[config.mk]
export PLATFORM = sky130hd
export DESIGN_NAME = pwm_timebase
export DESIGN_NICKNAME = d
export VERILOG_FILES = /design/src/rtl/pwm_timebase_pkg.sv /design/src/rtl/pwm_tb_prescaler.sv /design/src/rtl/pwm_tb_period.sv /design/src/rtl/pwm_tb_counter.sv /design/src/rtl/pwm_timebase.sv
export SDC_FILE = /design/constraint.sdc
export NUM_CORES = 1
export LEC_CHECK = 0
export ABC_AREA = 1
export BUFFER_PORTS_ARGS = -buffer_cell sky130_fd_sc_hd__clkbuf_2
export CAP_MARGIN = 20
export CORE_MARGIN = 8
export CORE_UTILIZATION = 45
export DETAILED_ROUTE_END_ITERATION = 10
export PLACE_DENSITY = 0.73
export SYNTH_ARGS = -nofsm -noshare
export SYNTH_HDL_FRONTEND = slang
export SYNTH_SLANG_ARGS = --single-unit
[constraint.sdc]
create_clock -name clk -period 4.4 [get_ports clk]
set_clock_uncertainty 0.15 [all_clocks]
set_input_delay 0.22 -clock clk [delete_from_list [all_inputs] [get_ports clk]]
set_output_delay 0.22 -clock clk [all_outputs]
set_load 0.02 [all_outputs]
[src/rtl/pwm_timebase_pkg.sv]
package pwm_timebase_pkg;

    localparam int CTRL_W   = 16;
    localparam int COARSE_W = 3;
    localparam int FINE_W   = 3;
    localparam int SPARE_W  = CTRL_W - 2 - 1 - COARSE_W - FINE_W - 2;

    typedef enum logic [1:0] {
        CNT_UP     = 2'd0,
        CNT_DOWN   = 2'd1,
        CNT_UPDOWN = 2'd2,
        CNT_FREEZE = 2'd3
    } cnt_mode_e;

    typedef enum logic [1:0] {
        RUN_HALT   = 2'd0,
        RUN_FINISH = 2'd1,
        RUN_ALT    = 2'd2,
        RUN_FREE   = 2'd3
    } run_mode_e;

    // Field order, MSB first: spare, run, fine, coarse, load select, mode
    typedef struct packed {
        logic [SPARE_W-1:0]  spare;
        run_mode_e           run;
        logic [FINE_W-1:0]   fine;
        logic [COARSE_W-1:0] coarse;
        logic                imm;
        cnt_mode_e           mode;
    } tb_ctrl_t;

endpackage

[src/rtl/pwm_tb_prescaler.sv]
module pwm_tb_prescaler
    import pwm_timebase_pkg::*;
(
    input  logic              clk,
    input  logic              rst,
    input  logic [CTRL_W-1:0] ctrl,
    input  logic              tb_en,
    output logic              tick
);

    localparam int DIV_W = (2 ** COARSE_W - 1) + FINE_W + 1;

    typedef struct packed {
        logic [DIV_W-1:0]  div;
        logic [CTRL_W-1:0] ctrl;
    } pre_st_t;

    pre_st_t          st_d, st_q;
    tb_ctrl_t         cfg;
    logic [DIV_W-1:0] fine_div;
    logic [DIV_W-1:0] divisor;
    logic             chg;

    assign cfg = tb_ctrl_t'(ctrl);

    always_comb begin
        if (cfg.fine == '0) begin
            fine_div = DIV_W'(1);
        end else begin
            fine_div = DIV_W'({cfg.fine, 1'b0});
        end
        divisor = fine_div << cfg.coarse;
        chg     = (ctrl != st_q.ctrl);
        tick    = tb_en && !chg && (st_q.div == (divisor - DIV_W'(1)));

        st_d      = st_q;
        st_d.ctrl = ctrl;
        if (chg) begin
            st_d.div = '0;
        end else if (tb_en) begin
            if (tick) begin
                st_d.div = '0;
            end else begin
                st_d.div = st_q.div + DIV_W'(1);
            end
        end
    end

    always_ff @(posedge clk) begin
        if (rst) begin
            st_q <= '0;
        end else begin
            st_q <= st_d;
        end
    end

endmodule

[src/rtl/pwm_tb_period.sv]
module pwm_tb_period #(
    parameter int CNT_W = 16
) (
    input  logic             clk,
    input  logic             rst,
    input  logic             wr,
    input  logic [CNT_W-1:0] wdata,
    input  logic             imm,
    input  logic             load_zero,
    output logic [CNT_W-1:0] prd
);

    typedef struct packed {
        logic [CNT_W-1:0] active;
        logic [CNT_W-1:0] shadow;
    } prd_st_t;

    prd_st_t st_d, st_q;

    always_comb begin
        st_d = st_q;
        if (load_zero && !imm) begin
            st_d.active = st_q.shadow;
        end
        if (wr) begin
            st_d.shadow = wdata;
            if (imm) begin
                st_d.active = wdata;
            end
        end
    end

    always_ff @(posedge clk) begin
        if (rst) begin
            st_q <= '0;
        end else begin
            st_q <= st_d;
        end
    end

    assign prd = st_q.active;

endmodule

[src/rtl/pwm_tb_counter.sv]
module pwm_tb_counter
    import pwm_timebase_pkg::*;
#(
    parameter int CNT_W = 16
) (
    input  logic             clk,
    input  logic             rst,
    input  logic             tick,
    input  logic [1:0]       mode,
    input  logic [1:0]       run,
    input  logic [CNT_W-1:0] prd,
    output logic [CNT_W-1:0] count,
    output logic             zero_evt,
    output logic             prd_evt,
    output logic             dir_down,
    output logic             load_zero
);

    typedef struct packed {
        logic [CNT_W-1:0] cnt;
        logic             ud;
        logic             dir;
        logic             zev;
        logic             pev;
    } cnt_st_t;

    cnt_st_t          st_d, st_q;
    cnt_mode_e        md;
    run_mode_e        rn;
    logic [CNT_W-1:0] nxt;
    logic             ud_n;
    logic             hold;
    logic             adv;

    assign md = cnt_mode_e'(mode);
    assign rn = run_mode_e'(run);

    always_comb begin
        nxt  = st_q.cnt;
        ud_n = st_q.ud;
        hold = (rn == RUN_HALT) ||
               ((rn == RUN_FINISH) && (st_q.cnt == '0)) ||
               (md == CNT_FREEZE);
        adv  = tick && !hold;

        case (md)
            CNT_UP: begin
                if (st_q.cnt >= prd) begin
                    nxt = '0;
                end else begin
                    nxt = st_q.cnt + CNT_W'(1);
                end
            end
            CNT_DOWN: begin
                if (st_q.cnt == '0) begin
                    nxt = prd;
                end else begin
                    nxt = st_q.cnt - CNT_W'(1);
                end
            end
            CNT_UPDOWN: begin
                if (!st_q.ud) begin
                    if (st_q.cnt >= prd) begin
                        nxt  = (st_q.cnt == '0) ? '0 : st_q.cnt - CNT_W'(1);
                        ud_n = (nxt != '0);
                    end else begin
                        nxt  = st_q.cnt + CNT_W'(1);
                        ud_n = (nxt >= prd);
                    end
                end else begin
                    if (st_q.cnt == '0) begin
                        nxt  = (prd == '0) ? '0 : CNT_W'(1);
                        ud_n = (nxt != '0) && (nxt >= prd);
                    end else begin
                        nxt  = st_q.cnt - CNT_W'(1);
                        ud_n = (nxt != '0);
                    end
                end
            end
            default: nxt = st_q.cnt;
        endcase

        st_d     = st_q;
        st_d.cnt = adv ? nxt : st_q.cnt;
        if (md != CNT_UPDOWN) begin
            st_d.ud = 1'b0;
        end else if (adv) begin
            st_d.ud = ud_n;
        end

        case (md)
            CNT_UP:     st_d.dir = 1'b0;
            CNT_DOWN:   st_d.dir = 1'b1;
            CNT_UPDOWN: st_d.dir = st_d.ud;
            default:    st_d.dir = st_q.dir;
        endcase

        st_d.zev  = adv && (nxt == '0);
        st_d.pev  = adv && (nxt == prd);
        load_zero = adv && (nxt == '0);
    end

    always_ff @(posedge clk) begin
        if (rst) begin
            st_q <= '0;
        end else begin
            st_q <= st_d;
        end
    end

    assign count    = st_q.cnt;
    assign zero_evt = st_q.zev;
    assign prd_evt  = st_q.pev;
    assign dir_down = st_q.dir;

endmodule

[src/rtl/pwm_timebase.sv]
module pwm_timebase
    import pwm_timebase_pkg::*;
#(
    parameter int CNT_W = 16
) (
    input  logic              clk,
    input  logic              rst,
    input  logic [CTRL_W-1:0] ctrl,
    input  logic              prd_wr,
    input  logic [CNT_W-1:0]  prd_wdata,
    input  logic              tb_en,
    output logic [CNT_W-1:0]  count,
    output logic              zero_evt,
    output logic              prd_evt,
    output logic              dir_down
);

    tb_ctrl_t         cfg;
    logic             tick;
    logic             load_zero;
    logic [CNT_W-1:0] prd;

    assign cfg = tb_ctrl_t'(ctrl);

    pwm_tb_prescaler u_pre (
        .clk   (clk),
        .rst   (rst),
        .ctrl  (ctrl),
        .tb_en (tb_en),
        .tick  (tick)
    );

    pwm_tb_period #(.CNT_W(CNT_W)) u_prd (
        .clk       (clk),
        .rst       (rst),
        .wr        (prd_wr),
        .wdata     (prd_wdata),
        .imm       (cfg.imm),
        .load_zero (load_zero),
        .prd       (prd)
    );

    pwm_tb_counter #(.CNT_W(CNT_W)) u_cnt (
        .clk       (clk),
        .rst       (rst),
        .tick      (tick),
        .mode      (cfg.mode),
        .run       (cfg.run),
        .prd       (prd),
        .count     (count),
        .zero_evt  (zero_evt),
        .prd_evt   (prd_evt),
        .dir_down  (dir_down),
        .load_zero (load_zero)
    );

endmodule

After elaboration in Yosys (flattened, before gate mapping)

Cells that the tools add are included.
Widths: inputs -> output; s select.

Bits of input ports: 36
Register bits: 79
Logic and storage cells: 69
Output and inout port bits: 19

Equality and inequality tests: 8
Reductions and logical operators: 24
Mux-type cells: 20
Add/subtract/negate cells: 4
Shifts and indexed selects: 1
$lt $le $gt $ge: 3

Operator list:

| kind                  | number |
|---|---|
| $mux 16               | 8 |
| $ge 16x16->1          | 3 |
| $logic_not 16->1      | 3 |
| $pmux 16 s3           | 1 |
| $reduce_bool 16->1    | 3 |
| $mux 32               | 1 |
| $add 16x1->16 const B | 1 |
| $eq 16x16->1          | 1 |
| $ne 16x16->1          | 1 |
| $sub 16x1->16 const B | 1 |
| $add 11x1->11 const B | 1 |
| $eq 11x11->1          | 1 |
| $mux 11               | 1 |
| $shl 4x3->11          | 1 |
| $sub 11x1->11 const B | 1 |
| $logic_and 1x1->1     | 8 |
| $mux 1                | 7 |
| $eq 2x1->1 const B    | 2 |
| $eq 2x2->1 const B    | 2 |
| $logic_not 2->1       | 2 |
| $mux 4                | 1 |
| $logic_not 1->1       | 3 |
| $logic_not 3->1       | 1 |
| $pmux 1 s3            | 1 |
| 4 further kinds       | 5 |

Depth between registers and ports, before layout

Depth after elaboration: 12
Depth in mapped cells: 26
Depth with buffers taken out: 26

Modules after synthesis

From an unflattened synthesis, not the netlist that was laid out.

Cells, all modules: 1297
Area total of the unflattened synthesis: 7747.4 µm²

Modules (own cells, without submodules):

| module           | area an instance (µm²) | sequential area each (µm²) | times used | cells an instance |
|---|---|---|---|---|
| pwm_tb_counter   | 4247.8                 | 400.4                      | 1          | 773 |
| pwm_tb_prescaler | 1965.6                 | 540.5                      | 1          | 304 |
| pwm_tb_period    | 1534.0                 | 640.6                      | 1          | 220 |

Worst setup path before layout

OpenSTA, ideal clock, no wires.

Path kind: register -> register
From: register u_cnt.st_q, in the netlist u_cnt.count[0]
To: register u_prd.st_q, in the netlist u_prd.prd[13]
Library setup time: 0.109 ns
Arrival time: 2.723 ns
Path slack: 1.418 ns
Required time: 4.141 ns
Path buffers: 1
Period minus slack after synthesis: 2.982 ns
Stages on the path, launching flop included: 24
Cell sequence: dfxtp_1 -> inv_1 -> ha_1 -> nand2_1 -> inv_1 -> nand2_1 -> nand3_1 -> nor2_1 -> nor2_1 -> nor2_2 -> nand3_1 -> nand3_1 -> nand2_1 -> nand2_1 -> nand2_1 -> nor2_2 -> nand2_2 -> nor2_8 -> nand3_4 -> buf_6 -> nand2_1 -> nand3_1 -> nand2_1 -> inv_1

Longest elaborated chain between the ends: 11
Elaborated cells between the ends (all ways): 22
Those cells by class: 2 x add/sub; 1 x order compare; 10 x mux; 9 x reduce/logical

RTL lines:

| item                                                         | RTL line                                    | RTL |
|---|---|---|
| from (decl)                                                  | pwm_tb_counter.sv:27                        | `cnt_st_t st_d, st_q;` |
| from (signal assigned)                                       | pwm_tb_counter.sv:107                       | `st_q <= st_d;` |
| $sub 16x1->16 / $logic_not 16->1 (equally long branches)     | n/a                                         |  |
| $mux 16 / $logic_and 1x1->1 (equally long branches)          | pwm_tb_counter.sv:64, pwm_tb_counter.sv:42  |  |
| $mux 16 / $logic_or 1x1->1 (equally long branches)           | pwm_tb_counter.sv:63, pwm_tb_counter.sv:41  |  |
| $mux 16 / $logic_or 1x1->1 (equally long branches)           | pwm_tb_counter.sv:62, pwm_tb_counter.sv:42  |  |
| $pmux 16 s3 / $logic_not 1->1 (equally long branches)        | pwm_tb_counter.sv:46, pwm_tb_counter.sv:44  |  |
| $logic_not 16->1 / $logic_and 1x1->1 (equally long branches) | pwm_tb_counter.sv:100, pwm_tb_counter.sv:44 |  |
| $logic_and 1x1->1 (*)                                        | pwm_tb_counter.sv:100                       | `load_zero = adv && (nxt == '0);` |
| $logic_and 1x1->1 (*)                                        | pwm_tb_period.sv:22                         | `if (load_zero && !imm) begin` |
| $mux 16 (*)                                                  | pwm_tb_period.sv:22                         |  |
| $mux 16                                                      | pwm_tb_period.sv:27                         | `if (imm) begin` |
| $mux 32 (*)                                                  | pwm_tb_period.sv:25                         | `if (wr) begin` |
| to (signal assigned)                                         | pwm_tb_period.sv:37                         | `st_q <= st_d;` |
| to (decl)                                                    | pwm_tb_period.sv:18                         | `prd_st_t st_d, st_q;` |

Every way passes the cells marked *; elsewhere a longest branch is shown, timed or not.
A chain may end at the register's enable or synchronous reset.

Worst setup path in the final report

From: input ctrl[8]
To: register u_cnt.st_q, in the netlist u_cnt.count[9]

Longest elaborated chain between the ends: 7
Elaborated cells between the ends (all ways): 10
Those cells by class: 1 x add/sub; 2 x eq/ne; 1 x shift; 1 x mux; 5 x reduce/logical

RTL lines:

| item                  | RTL line               | RTL |
|---|---|---|
| from (decl)           | pwm_timebase.sv:8      | `input logic [CTRL_W-1:0] ctrl,` |
| $logic_not 3->1       | pwm_tb_prescaler.sv:27 | `if (cfg.fine == '0) begin` |
| $mux 4                | pwm_tb_prescaler.sv:27 |  |
| $shl 4x3->11          | pwm_tb_prescaler.sv:32 | `divisor = fine_div << cfg.coarse;` |
| $sub 11x1->11         | pwm_tb_prescaler.sv:34 | `tick = tb_en && !chg && (st_q.div == (divisor - DIV_W'(1)));` |
| $eq 11x11->1          | pwm_tb_prescaler.sv:34 |  |
| $logic_and 1x1->1 (*) | pwm_tb_prescaler.sv:34 |  |
| $logic_and 1x1->1 (*) | pwm_tb_counter.sv:44   | `adv = tick && !hold;` |

Marked as above.

==> results.txt <==
----------------------------------------------------
[Timing]
  Final count of hold timing violations ... 0
  Tightest Pin Transition ... 865 ps
  Number of failing setup endpoints in the final timing report ... 0
  Crit path time final ... roughly 3900 ps
  Worst-case headroom to the max-slew limit ... a little over two fifths
  Period utilisation layout ... a little under 90%
  Setup repair after global routing missed its margin ... no
  Slew Viols, Final ... 0
  Fmax achieved ... around 260 MHz
  Final TNS setup ... 0 ps

[Routing]
  Total via count in the routed design ... 8,249
  Number of violations reported at the end of detailed-routing iteration 0 ... 785
  Vias/cell ... between 5 and 6
  Remaining DRCs ... 0
  Final ANT Viol Nets ... 0
  Total wire length ... 24,000 µm
  Final routed wire length divided by cell count ... between 15 and 20 µm
  Router iterations before antenna repair ... 9

[Setup path]
  Critical path endpoint category ... flop
  Worst Reg2Reg Path Length in Cells ... 23
  Dominant cell type by count on the critical path ... sky130_fd_sc_hd__nor2_1
  Slowest library cell on the worst path ... sky130_fd_sc_hd__dlygate4sd3_1
  Setup slack, reg-to-reg ... approximately 620 ps
  Critical path class ... in2reg
  Startpoint of the worst-slack reg-to-reg timing path ... u_cnt.count[0]
  CP cell instances ... dlygate4sd3_1, clkbuf_2, nor2_1, nand3_1, inv_1, nand2_1, ha_1, xnor2_1, nor2_1, nand2_1, nor2_1, nand3_1, nor2_1, nand2_1, nor2_1, nand2_1, nor2_1, nand2_1, buf_4, o21ai_0, a21oi_1
  Crit-path max cell delay ... 530 ps
  Critical Path Fanout Max ... 20
  Sort of element at the start of the critical path ... input port
  Reg-to-reg endpoint ... u_cnt.dir_down
  Signal arrival time at the worst endpoint ... approximately 4000 ps
  Data required time of the critical path ... between 4000 and 5000 ps

[Finish]
  Area delta synth->final ... 10.5%
  Final Net Count ... 1,393
  Post-route core utilization ... approximately half
  Ratio of cells with drive above 1 in the final layout ... between 9 and 10%
  Antenna diode count ... 0
  FF/Latch Area ... 1580 µm²
  Multi-input gate area ... 4950 µm²
  Filler Cell Count ... around 1.7k

[Global routing]
  Via count of the first global-routing pass ... between 7k and 8k
  Maximum number of pins on one net before global-route repair ... 50
  Wire length of the first global-routing pass ... ~38,000 µm
  Initial antenna violation count ... 0
  Total track usage ... roughly 22%
  Remaining global-route overflow ... 0

[Pwr]
  Proportion of total power due to net switching ... roughly 33%
  Peak VDD IR ... ~0.19 mV
  Switch Pwr ... about 640 µW
  Static leakage power ... 0.00444 µW
  Clock power frac ... a little under two fifths
  Areal power density over the cells ... 233 nW/µm²
  Cell-internal power ... approximately 1300 µW
  Sequential Power Share ... around two fifths
  Share of total power in combinational logic ... 23.8%

[Synthesis]
  Dominant register cell in the synthesized netlist ... sky130_fd_sc_hd__dfxtp_1
  Post-synth top area cell ... sky130_fd_sc_hd__dfxtp_1
  Mapped Avg Cell Area ... between 5 and 6 µm²
  Number of nets in the synthesized netlist ... 1,352
  Cells taking the most area after synthesis ... sky130_fd_sc_hd__dfxtp_1 (21%), sky130_fd_sc_hd__nand2_1 (19%), sky130_fd_sc_hd__inv_1 (8.1%), sky130_fd_sc_hd__nor2_1 (8.0%), sky130_fd_sc_hd__nand3_1 (7.8%)
  Number of distinct library cell variants in the gate-level netlist after synthesis ... 44
  Dominant cell by count in the synthesized netlist ... sky130_fd_sc_hd__nand2_1
  Fraction of the yosys area taken by sequential cells ... a little over a fifth
  Most instantiated cells after synthesis ... sky130_fd_sc_hd__nand2_1 (379), sky130_fd_sc_hd__inv_1 (162), sky130_fd_sc_hd__nor2_1 (161), sky130_fd_sc_hd__nand3_1 (117), sky130_fd_sc_hd__dfxtp_1 (79)
  Synthesized instance count ... between 1k and 1.5k
  Async set or reset register ratio after synthesis ... 0%
  EDFF count, synth ... 0
  Number of warnings reported in the yosys synthesis log ... 0
  Cell area after synthesis ... approximately 7500 µm²
  Flops & latches, synth ... 79
  Yosys top cell area share ... a little over a fifth

[Floorplanning]
  Initial core utilization ... between 40% and 50%
  Number of top-level pins ... 55
  Die height ... about 150 µm
  Core Region ... roughly 16,000 µm²
  Die width ... roughly 150 µm
  Die ar. ... ~21,000 µm²
  Row cnt ... 47

[Clock tree]
  H-tree depth reported by CTS ... 3
  CTS Sinks ... roughly 80
  CTS tree ... done
  Clock latency on the worst-skew pair ... ~350 ps
  Setup repair bufs after CTS ... 0
  Clk Tree Root Cell ... sky130_fd_sc_hd__clkbuf_16
  Number of buffers created by CTS ... 9
  Clock transition at the registers of the reported paths ... approximately 60 ps
  Buffers from clock root to sink, at most ... 2

[Worst hold path]
  Startpoint of the lowest-slack hold path ... ctrl[7]
  Sink of the worst hold path ... u_pre.st_q[7]
  Number of cells traversed by the worst hold path ... 3
  Class of the tightest hold or removal check ... in2reg

[Placed design]
  Gpl congestion ... around 1
  DP HPWL ... around 19,000 µm
  Count of buffers from port buffering ... 54

[Job]
  Number of violations of the max-capacitance limit ... 0

[Run status]
  Run status ... complete, no violations

----------------------------------------------------
[timing repair]
action / CTS / global route
hold buffers: 25 / 0
resized for setup: 0 / 0
hold endpoints to repair: 25 / 0
[metrics by stage]
step	hold WS [ps]	instances	area [µm²]	total power [µW]	worst slack, ps
4_1_cts	7.18	1539	8330	1950	569
5_1_grt	40.5	1539	8330	2050	135
6_report	23.6	1539	8330	1940	515
2_1_floorplan	177	1273	7540	1100	1420
3_3_place_gp	287	1498	7800	1210	789
3_5_place_dp	293	1498	7800	1210	749
[final cells by class]
class / count / share of cell area, %
Sequential cell: 79 / 19.0
Tap cell: 220 / 3.30
Multi-Input combinational cell: 963 / 59.4
Inverter: 173 / 7.81
Clock inverter: 6 / 0.541
Clock buffer: 10 / 2.87
Timing Repair Buffer: 88 / 7.06
[routing by layer]
metal	track usage (%)	up-vias	part of all wire, %
met2	33.6	358	44
met1	29.8	3697	45
met3	4.79	44	8.7
li1	-	4150	-
met4	9.89	0	3.0
met5	0	-	0
[layout by cell type (no fill, tap or decap), types with 22 or more instances in the layout]
cell type                       netlist  routed
sky130_fd_sc_hd__a211oi_1            28      28
sky130_fd_sc_hd__a21oi_1             35      35
sky130_fd_sc_hd__clkbuf_2             0      54
sky130_fd_sc_hd__dfxtp_1             79      79
sky130_fd_sc_hd__dlygate4sd3_1        0      25
sky130_fd_sc_hd__ha_1                43      43
sky130_fd_sc_hd__inv_1              162     162
sky130_fd_sc_hd__nand2_1            379     379
sky130_fd_sc_hd__nand3_1            117     117
sky130_fd_sc_hd__nand4_1             44      44
sky130_fd_sc_hd__nor2_1             161     161
sky130_fd_sc_hd__o21ai_0             33      33
sky130_fd_sc_hd__xor2_1              22      22
[worst max-delay path by stage]
stage                        start        endpoint  cells past startpoint
CTS                        ctrl[6]  u_cnt.count[9]                     21
global route               ctrl[8]   u_cnt.prd_evt                     23
detailed placement  u_cnt.count[0]  u_cnt.dir_down                     23
finish                     ctrl[8]  u_cnt.count[9]                     21
floorplan           u_cnt.count[0]   u_prd.prd[13]                     23
global placement           ctrl[8]  u_cnt.count[9]                     20
[worst max-delay path: cells and delay by family]
kind	cells	cell delay, ps
AOI/OAI and AO/OA	2	320
xor gates and xnor gates	1	140
adders and majority gates	1	330
buffers and inverters	4	1200
and+or+nand+nor	13	1690
[power groups by stage]
stage	clock network (µW)	registers [µW]	logic, µW
floorplan	0	772	330
global placement	0	778	430
detailed placement	0	778	435
CTS	733	763	454
global route	769	766	518
finish	718	764	462
[cells by family after synthesis]
| family | after synthesis | synth area share [%] |
|---|---|---|
| compound gates | 124 | 9.75 |
| xor+xnor | 41 | 4.76 |
| fa+ha+maj | 43 | 7.13 |
| buf+inv | 231 | 13.4 |
| flops | 79 | 21.0 |
| simple gates | 755 | 44.0 |
[registers in the layout (all words and copies together), names as in the netlist]
signal / count
u_prd.prd: 16
u_pre.st_q: 27
u_cnt.prd_evt: 1
u_prd.st_q: 16
u_cnt.st_q: 1
u_cnt.dir_down: 1
u_cnt.zero_evt: 1
u_cnt.count: 16
(Power assumes the default switching activity.)
